## src/rtl/phy_irq_pkg.sv

```systemverilog
package phy_irq_pkg;

    localparam int REG_W = 16;

    // flag bit positions (software decodes these)
    localparam int B_PGRX = 1;
    localparam int B_PDF  = 2;
    localparam int B_ACK  = 3;
    localparam int B_LDN  = 4;
    localparam int B_RFLT = 5;
    localparam int B_ANC  = 6;
    localparam int B_NRG  = 7;
    localparam int B_WAKE = 8;
    localparam int B_LUP  = 9;

    localparam int LO_BIT = B_PGRX;
    localparam int HI_BIT = B_LUP;

    localparam logic [REG_W-1:0] VALID_MASK =
        ((REG_W'(1) << (HI_BIT + 1)) - REG_W'(1)) & ~((REG_W'(1) << LO_BIT) - REG_W'(1));

    // sources that set on a falling edge of their input
    localparam logic [REG_W-1:0] FALL_MASK = REG_W'(1) << B_LDN;

    typedef enum logic [1:0] {
        SEL_NONE = 2'd0,
        SEL_FLAG = 2'd1,
        SEL_MASK = 2'd2
    } reg_sel_e;

    typedef struct packed {
        logic link;
        logic energy;
        logic neg_done;
        logic rem_fault;
        logic lp_ack;
        logic pd_fault;
        logic page_rx;
        logic wake;
    } phy_status_t;

    function automatic logic [REG_W-1:0] pack_sources(input phy_status_t s);
        logic [REG_W-1:0] v;
        v         = '0;
        v[B_PGRX] = s.page_rx;
        v[B_PDF]  = s.pd_fault;
        v[B_ACK]  = s.lp_ack;
        v[B_LDN]  = s.link;
        v[B_RFLT] = s.rem_fault;
        v[B_ANC]  = s.neg_done;
        v[B_NRG]  = s.energy;
        v[B_WAKE] = s.wake;
        v[B_LUP]  = s.link;
        return v;
    endfunction

endpackage

```

## src/rtl/phy_irq_wake_merge.sv

```systemverilog
module phy_irq_wake_merge #(
    parameter int GROUPS = 4,
    localparam int CTL_W = 2 * GROUPS
) (
    input  logic [CTL_W-1:0] ctl_i,
    output logic             hit_o
);
    logic [GROUPS-1:0] pair;

    always_comb begin
        pair  = ctl_i[CTL_W-1:GROUPS] & ctl_i[GROUPS-1:0];
        hit_o = |pair;
    end
endmodule

```

## src/rtl/phy_irq_flag_cell.sv

```systemverilog
module phy_irq_flag_cell #(
    parameter bit FALL = 1'b0
) (
    input  logic clk,
    input  logic rst,
    input  logic src_i,
    input  logic clr_req_i,
    output logic flag_o
);
    logic src_q;
    logic set_ev;
    logic cause;

    always_comb begin
        if (FALL) begin
            set_ev = src_q & ~src_i;
            cause  = ~src_i;
        end else begin
            set_ev = src_i & ~src_q;
            cause  = src_i;
        end
    end

    always_ff @(posedge clk) begin
        if (rst) begin
            src_q  <= 1'b0;
            flag_o <= 1'b0;
        end else begin
            src_q <= src_i;
            if (set_ev) begin
                flag_o <= 1'b1;
            end else if (clr_req_i && !cause) begin
                flag_o <= 1'b0;
            end
        end
    end
endmodule

```

## src/rtl/phy_irq_regs.sv

```systemverilog
module phy_irq_regs
    import phy_irq_pkg::*;
#(
    parameter int              ADDR_W    = 5,
    parameter logic [ADDR_W-1:0] FLAG_ADDR = 5'd29,
    parameter logic [ADDR_W-1:0] MASK_ADDR = 5'd30
) (
    input  logic              clk,
    input  logic              rst,
    input  logic              rd_i,
    input  logic              wr_i,
    input  logic [ADDR_W-1:0] addr_i,
    input  logic [REG_W-1:0]  wdata_i,
    input  logic [REG_W-1:0]  flags_i,
    output logic [REG_W-1:0]  mask_o,
    output logic [REG_W-1:0]  rdata_o,
    output logic              clr_req_o
);
    reg_sel_e sel;

    always_comb begin
        if (addr_i == FLAG_ADDR) begin
            sel = SEL_FLAG;
        end else if (addr_i == MASK_ADDR) begin
            sel = SEL_MASK;
        end else begin
            sel = SEL_NONE;
        end
    end

    always_ff @(posedge clk) begin
        if (rst) begin
            mask_o <= '0;
        end else if (wr_i && sel == SEL_MASK) begin
            mask_o <= wdata_i & VALID_MASK;
        end
    end

    always_comb begin
        case (sel)
            SEL_FLAG: rdata_o = flags_i & VALID_MASK;
            SEL_MASK: rdata_o = mask_o;
            default:  rdata_o = '0;
        endcase
        clr_req_o = rd_i && (sel == SEL_FLAG);
    end
endmodule

```

## src/rtl/phy_irq_flag_ctrl.sv

```systemverilog
module phy_irq_flag_ctrl
    import phy_irq_pkg::*;
#(
    parameter int ADDR_W    = 5,
    parameter int FLAG_ADDR = 29,
    parameter int MASK_ADDR = 30,
    parameter int WAKE_GRP  = 4,
    localparam int WCTL_W   = 2 * WAKE_GRP
) (
    input  logic              clk,
    input  logic              rst,
    input  logic              link_i,
    input  logic              energy_i,
    input  logic              neg_done_i,
    input  logic              rem_fault_i,
    input  logic              lp_ack_i,
    input  logic              pd_fault_i,
    input  logic              page_rx_i,
    input  logic [WCTL_W-1:0] wake_ctl_i,
    input  logic              reg_rd_i,
    input  logic              reg_wr_i,
    input  logic [ADDR_W-1:0] reg_addr_i,
    input  logic [REG_W-1:0]  reg_wdata_i,
    output logic [REG_W-1:0]  reg_rdata_o,
    output logic              irq_o
);
    logic             wake_hit;
    phy_status_t      status;
    logic [REG_W-1:0] src_vec;
    logic [REG_W-1:0] flag_vec;
    logic [REG_W-1:0] mask_q;
    logic             clr_req;

    phy_irq_wake_merge #(.GROUPS(WAKE_GRP)) u_wake (
        .ctl_i (wake_ctl_i),
        .hit_o (wake_hit)
    );

    always_comb begin
        status.link      = link_i;
        status.energy    = energy_i;
        status.neg_done  = neg_done_i;
        status.rem_fault = rem_fault_i;
        status.lp_ack    = lp_ack_i;
        status.pd_fault  = pd_fault_i;
        status.page_rx   = page_rx_i;
        status.wake      = wake_hit;
        src_vec          = pack_sources(status);
    end

    for (genvar i = 0; i < REG_W; i++) begin : g_bit
        if (VALID_MASK[i]) begin : g_cell
            phy_irq_flag_cell #(.FALL(FALL_MASK[i])) u_cell (
                .clk       (clk),
                .rst       (rst),
                .src_i     (src_vec[i]),
                .clr_req_i (clr_req),
                .flag_o    (flag_vec[i])
            );
        end else begin : g_zero
            assign flag_vec[i] = 1'b0;
        end
    end

    phy_irq_regs #(
        .ADDR_W    (ADDR_W),
        .FLAG_ADDR (ADDR_W'(FLAG_ADDR)),
        .MASK_ADDR (ADDR_W'(MASK_ADDR))
    ) u_regs (
        .clk       (clk),
        .rst       (rst),
        .rd_i      (reg_rd_i),
        .wr_i      (reg_wr_i),
        .addr_i    (reg_addr_i),
        .wdata_i   (reg_wdata_i),
        .flags_i   (flag_vec),
        .mask_o    (mask_q),
        .rdata_o   (reg_rdata_o),
        .clr_req_o (clr_req)
    );

    always_ff @(posedge clk) begin
        if (rst) begin
            irq_o <= 1'b0;
        end else begin
            irq_o <= |(flag_vec & mask_q);
        end
    end
endmodule

```

## config.mk

```make
export PLATFORM = sky130hd
export DESIGN_NAME = phy_irq_flag_ctrl
export DESIGN_NICKNAME = d
export VERILOG_FILES = /design/src/rtl/phy_irq_pkg.sv /design/src/rtl/phy_irq_wake_merge.sv /design/src/rtl/phy_irq_flag_cell.sv /design/src/rtl/phy_irq_regs.sv /design/src/rtl/phy_irq_flag_ctrl.sv
export SDC_FILE = /design/constraint.sdc
export NUM_CORES = 1
export LEC_CHECK = 0
export BUFFER_PORTS_ARGS = -buffer_cell sky130_fd_sc_hd__buf_2
export CORE_MARGIN = 3
export CORE_UTILIZATION = 37
export CTS_CLUSTER_DIAMETER = 80
export DETAILED_ROUTE_END_ITERATION = 6
export PLACE_DENSITY = 0.65
export SYNTH_ARGS = -nofsm -noshare
export SYNTH_HDL_FRONTEND = slang
export SYNTH_SLANG_ARGS = --single-unit
export TNS_END_PERCENT = 30
```

## constraint.sdc

```tcl
create_clock -name clk -period 1.34 [get_ports clk]
set_clock_uncertainty 0.05 [all_clocks]
set_input_delay 0.134 -clock clk [delete_from_list [all_inputs] [get_ports clk]]
set_output_delay 0.134 -clock clk [all_outputs]
set_load 0.05 [all_outputs]
```

==> impl_metrics.yaml <==
outcome:
  outcome: "finished clean"
logic_synthesis:
  yosysTopAreaCell: "dfxtp_1"
  synth_enable_flop_cells: 0
  synth_ff_type: "dfxtp_1"
  synth_area_um2: 1271
  synthTopCellsByArea: "dfxtp_1 43%, nand2b_1 8.9%, a22o_1 8.3%"
  yosysMostFrequentCell: "dfxtp_1"
  synth_top_area_share_pct: 42.52
  synth.distinct_cells: 27
  ys_seq_area_share_pct: 42.52
  yosys_warnings: 0
  ys_ff_latch: 27
  synth_common_cells: "27 x dfxtp_1, 18 x nand2b_1, 13 x inv_1, 12 x a22o_1"
  async_flop_share_pct: 0
  synth_area_per_cell_um2: 9.487
  syn_inst: 134
floorplanning:
  core-area_um2: 3153
  die_area_um2: 4175
  pin_count: 57
  num_rows: 20
  dieHeight_um: 64.62
  die_x_um: 64.62
  start_util_pct: 40.32
power_and_ir_drop:
  switchingPower_mw: 0.3900
  p_int_mw: 1.052
  combPwrFrac_pct: 16.0
  p_leak_nw: 0.6890
  clockPowerShare_pct: 23.8
  ir_drop_uv: 410.0
  switching_share_pct: 27.05
  cellPowerDensity_nw_per_um2: 895.9
  power_mw: 1.442
  pwr-share-seq_pct: 60.2
cts:
  tritoncts: "built"
  root_buffer: "clkbuf_4"
  cts-htree-levels: 1
  clockBufferDepth: 2
  numCtsBuffers: 3
  clk_pin_slew_worst_paths_ns: 0.14
  cts_setup_buffers: 0
  cts.sinks: 27
  clock_latency_ns: 0.31
layout:
  drive_above_1_share_pct: 32.42
  fillers: 323
  insertedDiodeCount: 0
  nets: 223
  area_growth_syn_to_layout_pct: 26.57
timing:
  finalHoldViolCount: 0
  fin_crit_ns: 1.300
  finalCritPeriodShare_pct: 96.99
  max_slew_margin_pct: 65.54
  fmax_mhz: 769.4
  worst_slew_pin_slew_ns: 0.5169
  grt_setup_unrepaired: "no"
  setup_viol: 0
  drv_slew: 0
  finalSetupTns_ns: 0
setup_path:
  rrSetupSlack_ns: 0.25
  cp.required_ns: 1.16
  r2r_start: "g_bit[1].g_cell.u_cell.flag_o"
  critPathArrivalTime_ns: 1.12
  end_kind: "output port"
  reg2reg_depth: 3
  worst-setup-path-type: "flop to output port"
  cp-start-kind: "flop"
  r2r-end: "irq_o"
  path_max_fanout: 3
route:
  antenna_left: 0
  first_pass_iters: 4
  wirelength_mm: 2.643
  viasPerCell: 4.832
  drt_iter0_drc: 29
  vias: 1092
  avgRoutedWirePerCell_um: 11.69
  drc: 0
job:
  drv_cap: 0
grt:
  overflow: 0
  grt_pass1_wl_mm: 4.347
  grt_pass1_vias: 1045
  grt_antenna_before_repair: 0
  grt_start_max_net_pins: 37
  track_usage_pct: 13.04
place:
  portBuffers: 42
  gp_congestion: 0.7582
min_path:
  min_to: "g_bit[9].g_cell.u_cell.flag_o"
  holdPathStages: 2
  hold_path_class: "input port to flop"
  worstHoldStart: "reg_rd_i"
[flip-flops by register name, summed over array words and instances (netlist names)]
signal and flops:
g_bit.g_cell.u_cell.flag_o 9, u_regs.mask_o 9, g_bit.g_cell.u_cell.src_q 8, irq_o 1
[worst max-delay path, cell delays in order, from the launching register on]
cell	delay (ns)
dfxtp_1	0.39
a22o_1	0.15
buf_2	0.26
[layout make-up]
class / count / area [um^2] / area share [%]
Timing Repair Buffer: 51 / 317.8 / 19.75
Sequential cell: 27 / 544.3 / 33.83
Clock inverter: 1 / 5.005 / 0.3110
Multi-Input combinational cell: 87 / 615.6 / 38.26
Inverter: 13 / 48.80 / 3.033
Tap cell: 44 / 55.05 / 3.421
Clock buffer: 3 / 22.52 / 1.400
[logic make-up after synthesis]
| logic type | synth area share [%] |
|---|---|
| AO/OA/AOI/OAI | 18.21 |
| buffers and inverters | 10.83 |
| flip-flops | 42.52 |
| multiplexers | 7.087 |
| other | 0.2950 |
| AND/OR/NAND/NOR | 21.06 |
[stage by stage]
step                util [%]  setup WS [ns]  instances  hold slack [ns]  cell area, um^2
global placement       48.21        0.06404        218           0.3187             1520
detailed placement     48.21        0.05517        218           0.3342             1520
CTS                    50.20        0.02659        225         0.001368             1583
global route           51.03       0.007901        226       0.00006919             1609
floorplan                  -        0.07528        140           0.1937             1294
finish                 51.03        0.04033        226          0.01049             1609
[metal layers]
metal	GRT usage, %	share of wire [%]	vias up
met4	4.749	1.3	0
met5	0	0	-
met1	15.62	41	502
met2	23.71	50	37
li1	-	-	551
met3	1.560	7.4	2
[worst max path at each step]
stage,start,end,slack (ns),cells past startpoint
2_1_floorplan,reg_addr_i[1],reg_rdata_o[1],0.08,4
3_3_place_gp,reg_addr_i[1],reg_rdata_o[3],0.06,6
3_5_place_dp,reg_addr_i[1],reg_rdata_o[7],0.06,6
4_1_cts,g_bit[9].g_cell.u_cell.flag_o,reg_rdata_o[9],0.03,2
5_1_grt,g_bit[5].g_cell.u_cell.flag_o,reg_rdata_o[5],0.008,2
6_report,g_bit[5].g_cell.u_cell.flag_o,reg_rdata_o[5],0.04,2
[placed cells by master, fill, tap and decap left out, types with 3 or more instances in the layout]
master and instances:
nor2_1 5, clkbuf_4 8, buf_2 35, a21oi_1 9, nor3_1 4, nand2b_1 18
dfxtp_2 3, nor4_1 4, dfxtp_1 24, a22o_1 12, a311oi_1 4, inv_1 13
nor2b_1 4, dlygate4sd3_1 4, conb_1 7, buf_4 6, mux2i_1 9
[power by group through the flow]
stage	registers [mW]	clock network, mW	logic (mW)
after floorplan	0.876	0	0.161
after global placement	0.883	0	0.216
final	0.867	0.343	0.231
after CTS	0.866	0.350	0.230
after detailed placement	0.884	0	0.222
after global routing	0.873	0.380	0.256
[timing repair]
action / CTS / global route
gates resized for setup: 2 / 8
hold buffers: 3 / 1
endpoints found under the setup margin: 2 / 7
endpoints found under the hold margin: 3 / 1
(Power assumes the default switching activity.)
